--- src/rtl/ctlwr_pkg.sv ---
package ctlwr_pkg;
    localparam int WORD_W   = 32;
    localparam int ADDR_W   = 20;
    localparam int LEN_W    = 7;
    localparam int MAX_REGS = 1 << LEN_W;
    localparam int CNT_W    = LEN_W + 2;

    typedef enum logic [2:0] {
        ST_IDLE,
        ST_REJECT,
        ST_HDR,
        ST_FETCH,
        ST_DATA,
        ST_TAIL,
        ST_FINISH
    } ctl_state_t;
endpackage

--- src/rtl/ctlwr_hdr.sv ---
module ctlwr_hdr
    import ctlwr_pkg::*;
(
    input  logic [ADDR_W-1:0] addr,
    input  logic [CNT_W-1:0]  count,
    output logic [WORD_W-1:0] hdr
);
    logic [LEN_W-1:0]  len_field;
    logic [WORD_W-2:0] body;

    // count of MAX_REGS wraps to all ones in the LEN_W-bit field
    assign len_field = count[LEN_W-1:0] - LEN_W'(1);
    assign body      = {1'b0, 1'b0, 1'b1, 1'b0, addr[19:16], addr[15:0], len_field};
    assign hdr       = {body, ~(^body)};
endmodule

--- src/rtl/ctlwr_shift.sv ---
module ctlwr_shift
    import ctlwr_pkg::*;
#(
    parameter int DIV_W = 8
) (
    input  logic              clk,
    input  logic              rst_n,
    input  logic [DIV_W-1:0]  div,
    input  logic              start,
    input  logic [WORD_W-1:0] tx_word,
    input  logic              miso,
    output logic              sclk,
    output logic              mosi,
    output logic              word_done,
    output logic [WORD_W-1:0] rx_word
);
    localparam int BC_W = $clog2(WORD_W);
    localparam logic [BC_W-1:0] BIT_LAST = BC_W'(WORD_W - 1);

    logic              active;
    logic [BC_W-1:0]   bit_cnt;
    logic [DIV_W-1:0]  div_cnt;
    logic [WORD_W-1:0] tx_sh;
    logic [WORD_W-1:0] rx_sh;

    always_ff @(posedge clk or negedge rst_n) begin
        if (!rst_n) begin
            active    <= 1'b0;
            bit_cnt   <= '0;
            div_cnt   <= '0;
            tx_sh     <= '0;
            rx_sh     <= '0;
            sclk      <= 1'b0;
            word_done <= 1'b0;
        end else begin
            word_done <= 1'b0;
            if (start) begin
                active  <= 1'b1;
                tx_sh   <= tx_word;
                bit_cnt <= '0;
                div_cnt <= '0;
                sclk    <= 1'b0;
            end else if (active) begin
                if (div_cnt == div) begin
                    div_cnt <= '0;
                    if (!sclk) begin
                        sclk  <= 1'b1;
                        rx_sh <= {rx_sh[WORD_W-2:0], miso};
                    end else begin
                        sclk <= 1'b0;
                        if (bit_cnt == BIT_LAST) begin
                            active    <= 1'b0;
                            word_done <= 1'b1;
                        end else begin
                            bit_cnt <= bit_cnt + 1'b1;
                            tx_sh   <= {tx_sh[WORD_W-2:0], 1'b0};
                        end
                    end
                end else begin
                    div_cnt <= div_cnt + 1'b1;
                end
            end
        end
    end

    assign mosi    = tx_sh[WORD_W-1];
    assign rx_word = rx_sh;
endmodule

--- src/rtl/ctlwr_engine.sv ---
module ctlwr_engine
    import ctlwr_pkg::*;
#(
    parameter int DIV_W = 8
) (
    input  logic              clk,
    input  logic              rst_n,
    input  logic [DIV_W-1:0]  clk_div,
    input  logic              req_valid,
    input  logic [ADDR_W-1:0] req_addr,
    input  logic [CNT_W-1:0]  req_count,
    output logic              busy,
    output logic              wdata_ready,
    input  logic              wdata_valid,
    input  logic [WORD_W-1:0] wdata,
    output logic              done,
    output logic              err_param,
    output logic              err_proto,
    output logic              spi_sclk,
    output logic              spi_cs_n,
    output logic              spi_mosi,
    input  logic              spi_miso
);
    ctl_state_t        state, nxt;
    logic [CNT_W-1:0]  remaining;
    logic [WORD_W-1:0] cur_tx, last_tx;
    logic              mismatch;
    logic [WORD_W-1:0] hdr_word, ser_word, rx_word;
    logic              ser_start, ser_done, count_ok;

    assign count_ok = (req_count != '0) && (req_count <= CNT_W'(MAX_REGS));

    ctlwr_hdr u_hdr (
        .addr  (req_addr),
        .count (req_count),
        .hdr   (hdr_word)
    );

    ctlwr_shift #(.DIV_W(DIV_W)) u_shift (
        .clk       (clk),
        .rst_n     (rst_n),
        .div       (clk_div),
        .start     (ser_start),
        .tx_word   (ser_word),
        .miso      (spi_miso),
        .sclk      (spi_sclk),
        .mosi      (spi_mosi),
        .word_done (ser_done),
        .rx_word   (rx_word)
    );

    always_ff @(posedge clk or negedge rst_n) begin
        if (!rst_n) state <= ST_IDLE;
        else        state <= nxt;
    end

    always_comb begin
        nxt = state;
        unique case (state)
            ST_IDLE:   if (req_valid) nxt = count_ok ? ST_HDR : ST_REJECT;
            ST_REJECT: nxt = ST_IDLE;
            ST_HDR:    if (ser_done) nxt = ST_FETCH;
            ST_FETCH:  if (wdata_valid) nxt = ST_DATA;
            ST_DATA:   if (ser_done) nxt = (remaining == '0) ? ST_TAIL : ST_FETCH;
            ST_TAIL:   if (ser_done) nxt = ST_FINISH;
            ST_FINISH: nxt = ST_IDLE;
            default:   nxt = ST_IDLE;
        endcase
    end

    always_comb begin
        busy        = (state != ST_IDLE);
        spi_cs_n    = !((state == ST_HDR) || (state == ST_FETCH) ||
                        (state == ST_DATA) || (state == ST_TAIL));
        wdata_ready = (state == ST_FETCH);
        done        = (state == ST_FINISH) && !mismatch;
        err_proto   = (state == ST_FINISH) && mismatch;
        err_param   = (state == ST_REJECT);
        ser_start   = ((state == ST_IDLE) && req_valid && count_ok) ||
                      ((state == ST_FETCH) && wdata_valid) ||
                      ((state == ST_DATA) && ser_done && (remaining == '0));
        unique case (state)
            ST_IDLE:  ser_word = hdr_word;
            ST_FETCH: ser_word = wdata;
            default:  ser_word = '0;
        endcase
    end

    // datapath: value countdown, sent-word history, echo compare
    always_ff @(posedge clk or negedge rst_n) begin
        if (!rst_n) begin
            remaining <= '0;
            cur_tx    <= '0;
            last_tx   <= '0;
            mismatch  <= 1'b0;
        end else begin
            if ((state == ST_IDLE) && req_valid && count_ok) begin
                remaining <= req_count;
                mismatch  <= 1'b0;
            end else if ((state == ST_FETCH) && wdata_valid) begin
                remaining <= remaining - 1'b1;
            end
            if (ser_start) begin
                last_tx <= cur_tx;
                cur_tx  <= ser_word;
            end
            if (ser_done && ((state == ST_DATA) || (state == ST_TAIL)) &&
                (rx_word != last_tx)) begin
                mismatch <= 1'b1;
            end
        end
    end
endmodule

--- config.mk ---
export PLATFORM = sky130hd
export DESIGN_NAME = ctlwr_engine
export DESIGN_NICKNAME = d
export VERILOG_FILES = /design/src/rtl/ctlwr_pkg.sv /design/src/rtl/ctlwr_hdr.sv /design/src/rtl/ctlwr_shift.sv /design/src/rtl/ctlwr_engine.sv
export SDC_FILE = /design/constraint.sdc
export NUM_CORES = 1
export LEC_CHECK = 0
export BUFFER_PORTS_ARGS = -buffer_cell sky130_fd_sc_hd__buf_2
export CORE_UTILIZATION = 35
export DETAILED_ROUTE_END_ITERATION = 8
export SYNTH_ARGS = -nofsm -noshare
export SYNTH_HDL_FRONTEND = slang
export SYNTH_SLANG_ARGS = --single-unit
--- constraint.sdc ---
create_clock -name clk -period 2.7 [get_ports clk]
set_input_delay 0.135 -clock clk [delete_from_list [all_inputs] [get_ports clk]]
set_output_delay 0.135 -clock clk [all_outputs]
set_load 0.01 [all_outputs]
### After elaboration in Yosys (flattened, before gate mapping)

Cells that the tools add are included.

* bits in registers: 157
* output and inout port bits: 8
* logic and storage cells: 107
* input port bits: 74

* multiplexer cells: 40
* add/sub/neg operators: 4
* bitwise gates (word level): 3
* eq/ne operators: 15
* reductions and logical operators: 32
* $lt $le $gt $ge: 1

Operators by type and width (count)
* 32-bit 2-to-1 mux: 5
* 32-bit one-hot mux with 2 select lines: 1
* 32-bit inequality test: 1
* 31-bit parity: 1
* 5-bit 2-to-1 mux: 5
* 8-bit 2-to-1 mux: 3
* 3-bit 2-to-1 mux: 6
* 9-bit 2-to-1 mux: 2
* 1-bit 2-to-1 mux: 16
* 3-bit one-hot mux with 5 select lines: 1
* 1-bit logical AND: 10
* 2-bit nonzero test: 5
* 3-bit == test (second input constant): 3
* 9-bit by 8-bit less-or-equal comparator with 1-bit output (second input constant): 1
* 9-bit logical NOT: 1
* 9-bit nonzero test: 1
* 9-bit by 1-bit subtractor with 9-bit output (second input constant): 1
* 8-bit by 1-bit adder with 8-bit output (second input constant): 1
* 8-bit == test: 1
* 2-bit by 1-bit inequality test with 1-bit output (second input constant): 4
* 4-bit AND reduction: 2
* 7-bit by 1-bit subtractor with 7-bit output (second input constant): 1
* 3-bit by 2-bit == test with 1-bit output (second input constant): 2
* 1-bit logical OR: 6
* 11 further kinds: 15

### Longest topological paths before layout

Gate-level depths: netlist of the first run.

* word-level depth: 7
* mapped depth: 11

### Cells and area by module

A second synthesis of the first run with hierarchy kept.

* cell total of the unflattened synthesis: 750
* area total of the unflattened synthesis: 8669.6 µm²

Modules (own cells, without submodules)
* ctlwr_engine: cells each 323, times used 1, seq. area each 1926.8 µm², area an instance 4125.2 µm²
* ctlwr_shift: cells each 362, times used 1, seq. area each 2001.9 µm², area an instance 3981.3 µm²
* ctlwr_hdr: cells each 65, times used 1, seq. area each 0.0 µm², area an instance 563.0 µm²

### Least setup slack after synthesis of the first run

Ideal clock, no wire load.

* path type: reg-to-reg
* start point: reg state[1]
* end point: reg u_shift.rx_sh[2], in the netlist u_shift.rx_word[2]
* setup time: 125 ps
* arrival time: 2210 ps
* period minus slack after synthesis: 2334 ps
* path slack: 366 ps
* cell stages (with the launch flop): 11
* cells stage by stage: dfrtp_1 -> buf_2 -> and3b_1 -> clkbuf_1 -> and2_1 -> buf_2 -> a41oi_4 -> nand2_4 -> nor3_4 -> buf_6 -> mux2_2

* word-level cells in the longest chain between the ends: 7
* elaborated cells on any way between the ends: 12
* classes of those cells: 2 x eq/ne; 1 x bitwise; 9 x reduce/logical

Ends and longest elaborated chain
* start, declared: line ctlwr_engine.sv:24 `ctl_state_t state, nxt;`
* start signal, assigned: line ctlwr_engine.sv:54 `else state <= nxt;`
* 3-bit logical NOT: line ctlwr_engine.sv:79 `ser_start = ((state == ST_IDLE) && req_valid && count_ok) ||`
* 1-bit logical AND (2 in a row): line ctlwr_engine.sv:79
* 1-bit logical OR: line ctlwr_engine.sv:79
* 1-bit logical OR (*): line ctlwr_engine.sv:80 `((state == ST_FETCH) && wdata_valid) ||`
* 1-bit NOT (no source line) (*)
* 4-bit AND reduction (no source line) (*)
* end signal, assigned: line ctlwr_shift.sv:48 `rx_sh <= {rx_sh[WORD_W-2:0], miso};`
* end, declared: line ctlwr_shift.sv:24 `logic [WORD_W-1:0] rx_sh;`

Mark *: on every way between the ends. The rest lies on a longest branch, timed or not.
A chain may end at the register's enable or synchronous reset.

### Worst setup path after layout of the first run

* start point: reg remaining[3]
* end point: reg cur_tx[6]

* word-level cells in the longest chain between the ends: 3

Ends and longest elaborated chain
* start, declared: line ctlwr_engine.sv:25 `logic [CNT_W-1:0] remaining;`
* start signal, assigned: line ctlwr_engine.sv:98 `remaining <= req_count;`
* start signal, assigned: line ctlwr_engine.sv:101 `remaining <= remaining - 1'b1;`
* 9-bit logical NOT: line ctlwr_engine.sv:81 `((state == ST_DATA) && ser_done && (remaining == '0));`
* 1-bit logical AND: line ctlwr_engine.sv:81
* 1-bit logical OR: line ctlwr_engine.sv:80
* end signal, assigned: line ctlwr_engine.sv:105 `cur_tx <= ser_word;`
* end, declared: line ctlwr_engine.sv:26 `logic [WORD_W-1:0] cur_tx, last_tx;`

Every way passes these cells.

==> results.json, run 1 <==
{
  "synth_flop_cell": "dfrtp_1",
  "vias_per_cell": 4.95,
  "synth_edf_count": 0,
  "nets": 907,
  "grt_use_met2": 0.261,
  "cap_violations": 0,
  "worst_hold_slack_ns": 0.0109,
  "initial_core_util": 0.360,
  "worstPathArrival_ns": 2.80,
  "grt.total_usage": 0.165,
  "cts_root_buf": "clkbuf_16",
  "vias": 5504,
  "finalClockSkew_ns": 0.0139,
  "firstDrtPassIters": 6,
  "final-seq-area_um2": 3930,
  "cts_tree": "yes",
  "tightest_slew_ns": 0.610,
  "avgSynthCellArea_um2": 10.6,
  "clk_latency_ns": 0.43,
  "ios": 82,
  "routed_wl_um": 17100,
  "ys_seq_area_frac": 0.516,
  "die_area_um2": 22400,
  "ys.warnings.count": 0,
  "path_clk_slew_ns": 0.06,
  "drv_slew": 0,
  "synthesis.area_um2": 7620,
  "busiest_layer": "met2",
  "multi_input_area_um2": 3480,
  "synth_seq_cells": 157,
  "cts_buffers": 17,
  "final_common_cell": "dfrtp_1",
  "grt_pass1_wl_um": 28500,
  "status": "complete, no violations",
  "num_antenna_cells": 0,
  "finalHoldViolCount": 0,
  "cp.required_ns": 2.99,
  "crit_fanout": 19,
  "synth_fp_nets": 797,
  "setup_viol": 0,
  "syn_inst": 718,
  "max_freq_mhz": 398,
  "rows": 53,
  "yosysTopAreaCellShare": 0.516,
  "powerDensity_nw_per_um2": 934,
  "clock_path_buffers": 2,
  "final_cells": 1113,
  "die_h_um": 150,
  "wl_per_cell_um": 15.4,
  "met1_usage": 0.226,
  "synth-async-reset-ratio": 1.00,
  "antenna_found_initial": 0,
  "die_w_um": 150,
  "postCtsSetupBuffers": 0,
  "clkSinkCount": 157,
  "area_growth_pct": 20.3,
  "hold_path_class": "in2reg",
  "most-common-layout-cells": "dfrtp_1, nand2_1, buf_2",
  "p_leak_nw": 4.41,
  "io_buffer_count": 81,
  "fin_crit_ns": 2.51,
  "dp_hpwl_um": 12000,
  "cp-end-kind": "register",
  "core_um2": 21200,
  "ys_types": 53,
  "tns_ns": 0,
  "utilization": 0.433,
  "htree_levels": 4,
  "fillCellCount": 1997,
  "cp-start-kind": "register",
  "place_inst": 1061,
  "grt_max_degree": 80,
  "use_met3": 0.0302,
  "vdd_ir_drop_max_mv": 0.472,
  "ant_nets": 0,
  "synth_area_leaders": "dfrtp_1, xnor2_1, nand2_1",
  "grt_overflow_total": 0,
  "max_slew_margin": 0.590,
  "grt_pass1_vias": 5522,
  "worstSetupPathType": "reg2reg",
  "detailedRoute.firstIterationViolations": 310,
  "drc": 0,
  "rsz0062_at_grt": "no",
  "min_period_over_period": 0.931,
  "gp_congestion": 0.748,
  "p_total_mw": 8.57,
  "drive_gt1_frac": 0.224,
  "synth_top_area_cell": "dfrtp_1"
}
critical path, cell delays in order (launching register included):
cell,delay (ns)
dfrtp_1,0.42
or4_4,0.58
nor4_4,0.31
a41oi_4,0.15
and2_4,0.26
buf_12,0.17
a221oi_1,0.37
nor2_1,0.10
state kept, by name (all words and copies together) (netlist names):
name / cells
last_tx: 32
u_shift.word_done: 1
cur_tx: 32
mismatch: 1
u_shift.active: 1
state: 3
u_shift.rx_word: 32
remaining: 9
u_shift.tx_sh: 32
u_shift.bit_cnt: 5
u_shift.sclk: 1
u_shift.div_cnt: 8
cell usage after synthesis (all sizes together) (6+ instances only):
cell	n
o21ai	19
dfrtp	157
nor3	6
mux2i	34
mux2	33
a21oi	38
clkbuf	23
xor2	10
xnor2	64
buf	12
inv	9
or3b	6
nand2	132
and3	7
nand4	10
nor2	73
a221oi	26
repair_timing:
| action | in CTS | in global routing |
|---|---|---|
| hold buffers | 23 | 0 |
| hold endpoints to repair | 75 | 0 |
| gates resized for setup | 0 | 0 |
through the flow:
step / worst slack (ns) / instance area (um^2)
detailed placement: 0.121 / 8440
finish: 0.186 / 9170
floorplan: 0.366 / 7620
CTS: 0.170 / 9170
global route: 0.0573 / 9170
global placement: 0.127 / 8440
worst paths after layout:
| path | start | endpoint | slack (ns) | cells past startpoint |
|---|---|---|---|---|
| setup / recovery | remaining[3] | cur_tx[6] | 0.19 | 7 |
| hold / removal | wdata[15] | cur_tx[15] | 0.01 | 3 |
| setup reg to reg | remaining[3] | cur_tx[6] | 0.19 | 7 |
| hold reg to reg | cur_tx[26] | last_tx[26] | 0.47 | 2 |
| max in group asynchronous | rst_n | u_shift.tx_sh[21] | 1.69 | 3 |
| min in group asynchronous | rst_n | state[1] | 0.24 | 2 |
metal layers:
metal	vias to the layer above	share of wire
met3	15	0.022
met4	0	0.011
met5	-	0
met2	65	0.48
met1	2732	0.49
li1	2692	-
final cells by class:
cell class | instances | area share
sequential | 157 | 0.429
multi-input combinational | 517 | 0.380
timing repair buffer | 126 | 0.0962
clock buffer | 21 | 0.0491
tap | 275 | 0.0375
clock inverter | 8 | 0.00519
inverter | 9 | 0.00369
cell families (layout without fill, tap and decap cells):
family / count (synthesis) / after routing / share of synthesized area
multiplexers: 67 / 67 / 0.0935
AO/OA/AOI/OAI: 100 / 100 / 0.0999
flip-flops: 157 / 157 / 0.516
buffers and inverters: 44 / 164 / 0.0284
adder cells (fa/ha/maj): 5 / 5 / 0.00821
XOR/XNOR: 77 / 77 / 0.0940
AND/OR/NAND/NOR: 268 / 268 / 0.160
report_power, final:
| group | switching [mW] | internal (mW) | total [mW] | leakage [nW] |
|---|---|---|---|---|
| clock | 0.906 | 1.17 | 2.08 | 0.252 |
| combinational | 1.46 | 1.21 | 2.67 | 2.19 |
| sequential | 0.607 | 3.21 | 3.81 | 1.97 |
| total | 2.97 | 5.59 | 8.57 | 4.41 |
Power figures use the tool's default switching activity.
==> run 2, diff against run 1 <==
- ABC_CLOCK_PERIOD_IN_PS: not set -> 2700
- CORE_UTILIZATION: 35 -> 60
- PLACE_DENSITY: not set -> 0.81
- SYNTH_HIERARCHICAL: not set -> 1
==> results.json, run 2 <==
{
  "r2r-end": "u_shift/div_cnt[7]",
  "setup_viol": 0,
  "layout_setup_ws_ns": 0.167,
  "htree_levels": 4,
  "clk_latency_ns": 0.43,
  "cp-start-kind": "register",
  "grt_pass1_vias": 6219,
  "detailedRoute.firstIterationViolations": 690,
  "nets": 887,
  "synth_area_leaders": "dfrtp_1, mux2_4, xor2_1",
  "whs_path_depth": 4,
  "finalClockSkew_ns": 0.00957,
  "syn_inst": 750,
  "ios": 82,
  "fillCellCount": 978,
  "synth_edf_count": 0,
  "grt_use_met2": 0.478,
  "ys.warnings.count": 6,
  "die_h_um": 122,
  "routed_wl_um": 21000,
  "status": "complete, no violations",
  "die_area_um2": 14900,
  "drc": 0,
  "yosysTopAreaCellShare": 0.453,
  "final_area_um2": 9800,
  "area_growth_pct": 13.0,
  "cp.required_ns": 3.00,
  "cts_tree": "yes",
  "tightest_slew_ns": 0.764,
  "vias_per_cell": 6.24,
  "worst_hold_slack_ns": 0.0582,
  "ys_seq_area_frac": 0.453,
  "ys_types": 59,
  "drv_slew": 0,
  "rsz0062_at_grt": "no",
  "drive_gt1_frac": 0.309,
  "p_leak_nw": 4.75,
  "wl_per_cell_um": 21.0,
  "met1_usage": 0.375,
  "hold_path_class": "in2reg",
  "crit_fanout": 20,
  "worstHoldStart": "wdata_valid",
  "fin_crit_ns": 2.53,
  "worstSetupPathType": "reg2reg",
  "powerDensity_nw_per_um2": 1020,
  "core_um2": 14000,
  "dp_hpwl_um": 13900,
  "p_total_mw": 10.0,
  "synth_flop_cell": "dfrtp_1",
  "firstDrtPassIters": 5,
  "cp-end-kind": "register",
  "initial_core_util": 0.620,
  "cts_root_buf": "clkbuf_16",
  "vias": 6239,
  "clock_path_buffers": 2,
  "ff2ff_setup_slack_ns": 0.17,
  "io_buffer_count": 81,
  "synth_seq_cells": 157,
  "placedInstanceArea_um2": 9100,
  "synth-async-reset-ratio": 1.00,
  "worstPathArrival_ns": 2.83,
  "grt_max_degree": 69,
  "min_period_over_period": 0.938,
  "worst_r2r_path_depth": 10,
  "antenna_found_initial": 1,
  "clkSinkCount": 157,
  "final_common_cell": "dfrtp_1",
  "avgSynthCellArea_um2": 11.6,
  "use_met3": 0.0590,
  "path_clk_slew_ns": 0.06,
  "busiest_layer": "met2",
  "synth_common_cells": "dfrtp_1, mux2_4, nor2_1",
  "gp_congestion": 0.884,
  "max_freq_mhz": 395,
  "cts_buffers": 17,
  "finalHoldViolCount": 0,
  "grt_overflow_total": 0,
  "die_w_um": 122,
  "dp_slack_ns": 0.115,
  "grt.total_usage": 0.291,
  "vdd_ir_drop_max_mv": 0.574,
  "tns_ns": 0,
  "ant_nets": 0,
  "num_antenna_cells": 0,
  "synthesis.area_um2": 8670,
  "min_to": "state[1]",
  "cap_violations": 0,
  "rows": 43,
  "reg2reg_from": "remaining[3]",
  "max_slew_margin": 0.491,
  "synthMostInstantiatedCell": "dfrtp_1",
  "synth_top_area_cell": "dfrtp_1",
  "most-common-layout-cells": "dfrtp_1, buf_2, mux2_4",
  "grt_pass1_wl_um": 33100
}
==> run 2: how the worst max path moves through the flow <==
stage            startpoint             endpoint  slack [ns]
3_5_place_dp   remaining[0]           last_tx[6]        0.12
6_report       remaining[3]   u_shift/div_cnt[7]        0.17
3_3_place_gp   remaining[0]          last_tx[12]        0.21
2_1_floorplan      state[2]  u_shift/rx_word[10]        0.04
4_1_cts        remaining[0]           last_tx[6]        0.07
5_1_grt        remaining[3]   u_shift/div_cnt[7]        0.05
==> run 2: area by class of cell <==
| class | count | area (um^2) | area share |
|---|---|---|---|
| inverter | 13 | 48.8 | 0.00498 |
| clock buffer | 19 | 443 | 0.0452 |
| multi-input combinational | 501 | 4240 | 0.433 |
| clock inverter | 12 | 159 | 0.0162 |
| timing repair buffer | 118 | 756 | 0.0771 |
| sequential | 157 | 3930 | 0.401 |
| tap | 180 | 225 | 0.0230 |
==> run 2: per-layer routing <==
layer  share of wire  wire length [um]
met5         0.00038                 8
met4           0.028               597
met1            0.42              8790
met2            0.51             10700
met3           0.043               893
==> run 2: kinds of logic (layout without fill, tap and decap cells) <==
logic type,count (synthesis),in the layout,synth area share
AND/OR/NAND/NOR,169,169,0.109
flip-flops,157,157,0.453
AO/OA/AOI/OAI,149,149,0.126
multiplexers,101,101,0.165
buffers and inverters,94,162,0.0600
XOR/XNOR,72,72,0.0774
adder cells (fa/ha/maj),6,6,0.00837
other,2,4,0.000866
==> run 2: timing repair <==
action / 4_1_cts / 5_1_grt
resized for setup: 0 / 1
setup buffers: 0 / 6
endpoints found under the setup margin: 0 / 38
hold buffers: 5 / 0
hold endpoints to repair: 62 / 0
==> run 2: report_power, final <==
part	internal [mW]	switching (mW)
clock network	1.48	0.986
logic	1.82	1.96
registers	3.13	0.632
total	6.43	3.58
==> run 2: metrics by stage <==
stage | instances | utilization
4_1_cts | 994 | 0.697
6_report | 1000 | 0.701
2_1_floorplan | 752 | -
3_5_place_dp | 958 | 0.651
5_1_grt | 1000 | 0.701
3_3_place_gp | 958 | 0.651
==> run 2: worst max-delay path, stage by stage, from the launching register on <==
cell,delay (ns)
dfrtp_1,0.42
or3_1,0.42
nor3_1,0.24
a41o_1,0.26
nor2_4,0.05
inv_1,0.07
buf_4,0.24
nor2_1,0.10
nor4_1,0.36
xnor2_1,0.17
nor3_1,0.07
==> run 3, diff against run 2 <==
- GPL_TIMING_DRIVEN: not set -> 0
==> results.json, run 3 (synthesized netlist as in run 2, its figures left out) <==
{
  "status": "complete, no violations",
  "vias": 6511,
  "setup_viol": 0,
  "grt.total_usage": 0.307,
  "place_inst": 1014,
  "ant_nets": 0,
  "wl_per_cell_um": 20.4,
  "vdd_ir_drop_max_mv": 0.570,
  "path_clk_slew_ns": 0.06,
  "multi_input_area_um2": 4270,
  "most-common-layout-cells": "dfrtp_1, buf_2, mux2_4",
  "finalClockSkew_ns": 0.00636,
  "fin_crit_ns": 2.67,
  "area_growth_pct": 17.7,
  "utilization": 0.730,
  "rsz0062_at_grt": "yes",
  "drv_slew": 0,
  "worstPathArrival_ns": 2.98,
  "cts_root_buf": "clkbuf_16",
  "die_w_um": 122,
  "initial_core_util": 0.620,
  "cp.required_ns": 3.01,
  "clkSinkCount": 157,
  "powerDensity_nw_per_um2": 998,
  "routed_wl_um": 21600,
  "detailedRoute.firstIterationViolations": 563,
  "crit_fanout": 10,
  "clock_path_buffers": 2,
  "dp_hpwl_um": 15400,
  "min_period_over_period": 0.990,
  "p_leak_nw": 4.96,
  "grt_pass1_vias": 6676,
  "tns_ns": 0,
  "nets": 943,
  "drive_gt1_frac": 0.327,
  "fillCellCount": 979,
  "cp-start-kind": "register",
  "hold_path_class": "in2reg",
  "grt_max_degree": 87,
  "tightest_slew_ns": 0.652,
  "num_antenna_cells": 0,
  "worstSetupPathType": "reg2reg",
  "cp-end-kind": "register",
  "htree_levels": 4,
  "rows": 43,
  "die_area_um2": 14900,
  "clk_latency_ns": 0.43,
  "grt_overflow_total": 0,
  "final_common_cell": "dfrtp_1",
  "gp_congestion": 0.885,
  "antenna_found_initial": 0,
  "ios": 82,
  "max_slew_margin": 0.565,
  "die_h_um": 122,
  "vias_per_cell": 6.16,
  "cts_tree": "yes",
  "cts_buffers": 17,
  "final_cells": 1057,
  "max_freq_mhz": 374,
  "finalHoldViolCount": 0,
  "cap_violations": 0,
  "firstDrtPassIters": 6,
  "drc": 0,
  "final-seq-area_um2": 3930,
  "core_um2": 14000,
  "io_buffer_count": 81,
  "grt_pass1_wl_um": 34700
}
## run 3: area by class of cell
type,count,share of cell area
tap,180,0.0221
buffer,77,0.0489
sequential,157,0.385
clock buffer,20,0.0447
timing repair buffer,97,0.0588
inverter,13,0.00515
clock inverter,12,0.0168
multi-input combinational,501,0.419
## run 3: repair_timing
| action | 4_1_cts | 5_1_grt |
|---|---|---|
| pin swaps | 4 | 2 |
| hold buffers | 5 | 0 |
| resized for setup | 20 | 16 |
| setup buffers | 8 | 1 |
| setup endpoints to repair | 80 | 78 |
| gates cloned | 1 | 0 |
| hold endpoints to repair | 75 | 0 |
## run 3: worst paths after layout
check / start / to / slack (ns) / cells past startpoint
worst max-delay path: state[1] / u_shift/rx_word[29] / 0.03 / 12
worst min-delay path: req_count[1] / remaining[1] / 0.05 / 2
worst max register to register: state[1] / u_shift/rx_word[29] / 0.03 / 12
worst min register to register: cur_tx[14] / last_tx[14] / 0.52 / 1
max in group asynchronous: rst_n / u_shift/tx_sh[31] / 1.57 / 3
min in group asynchronous: rst_n / u_shift/rx_word[11] / 0.28 / 2
## run 3: power breakdown
part	leakage [nW]	total (mW)	internal (mW)	switching [mW]
Clock	0.309	2.54	1.53	1.01
Combinational	2.63	3.89	1.86	2.03
Sequential	2.02	3.75	3.13	0.626
## run 3: critical path, stage by stage, from the launching register on
cell and delay (ns):
dfrtp_1 0.37, buf_2 0.18, nor2b_4 0.17, and3_4 0.22, a41o_1 0.23, nor2_4 0.15, buf_12 0.13, clkinvlp_4 0.13
nor2_4 0.16, nand4_4 0.17, buf_6 0.19, buf_12 0.14, mux2_4 0.30
## run 3: stage by stage
stage / setup WS, ns / hold WS (ns) / power, mW / instance area, um^2
6_report: 0.0267 / 0.0509 / 10.2 / 10200
3_3_place_gp: -0.717 / 0.373 / 7.27 / 9310
2_1_floorplan: 0.0364 / -0.161 / 6.39 / 8680
5_1_grt: -0.0319 / 0.0583 / 10.7 / 10200
3_5_place_dp: -0.594 / 0.183 / 7.48 / 9340
4_1_cts: 0.0161 / 0.0327 / 10.1 / 10200
## run 3: layer usage
metal	track usage	up-vias	wire length, um
li1	-	2960	-
met1	0.380	3222	8770
met2	0.517	261	10900
met3	0.0627	68	1030
met4	0.139	0	876
met5	0	-	0
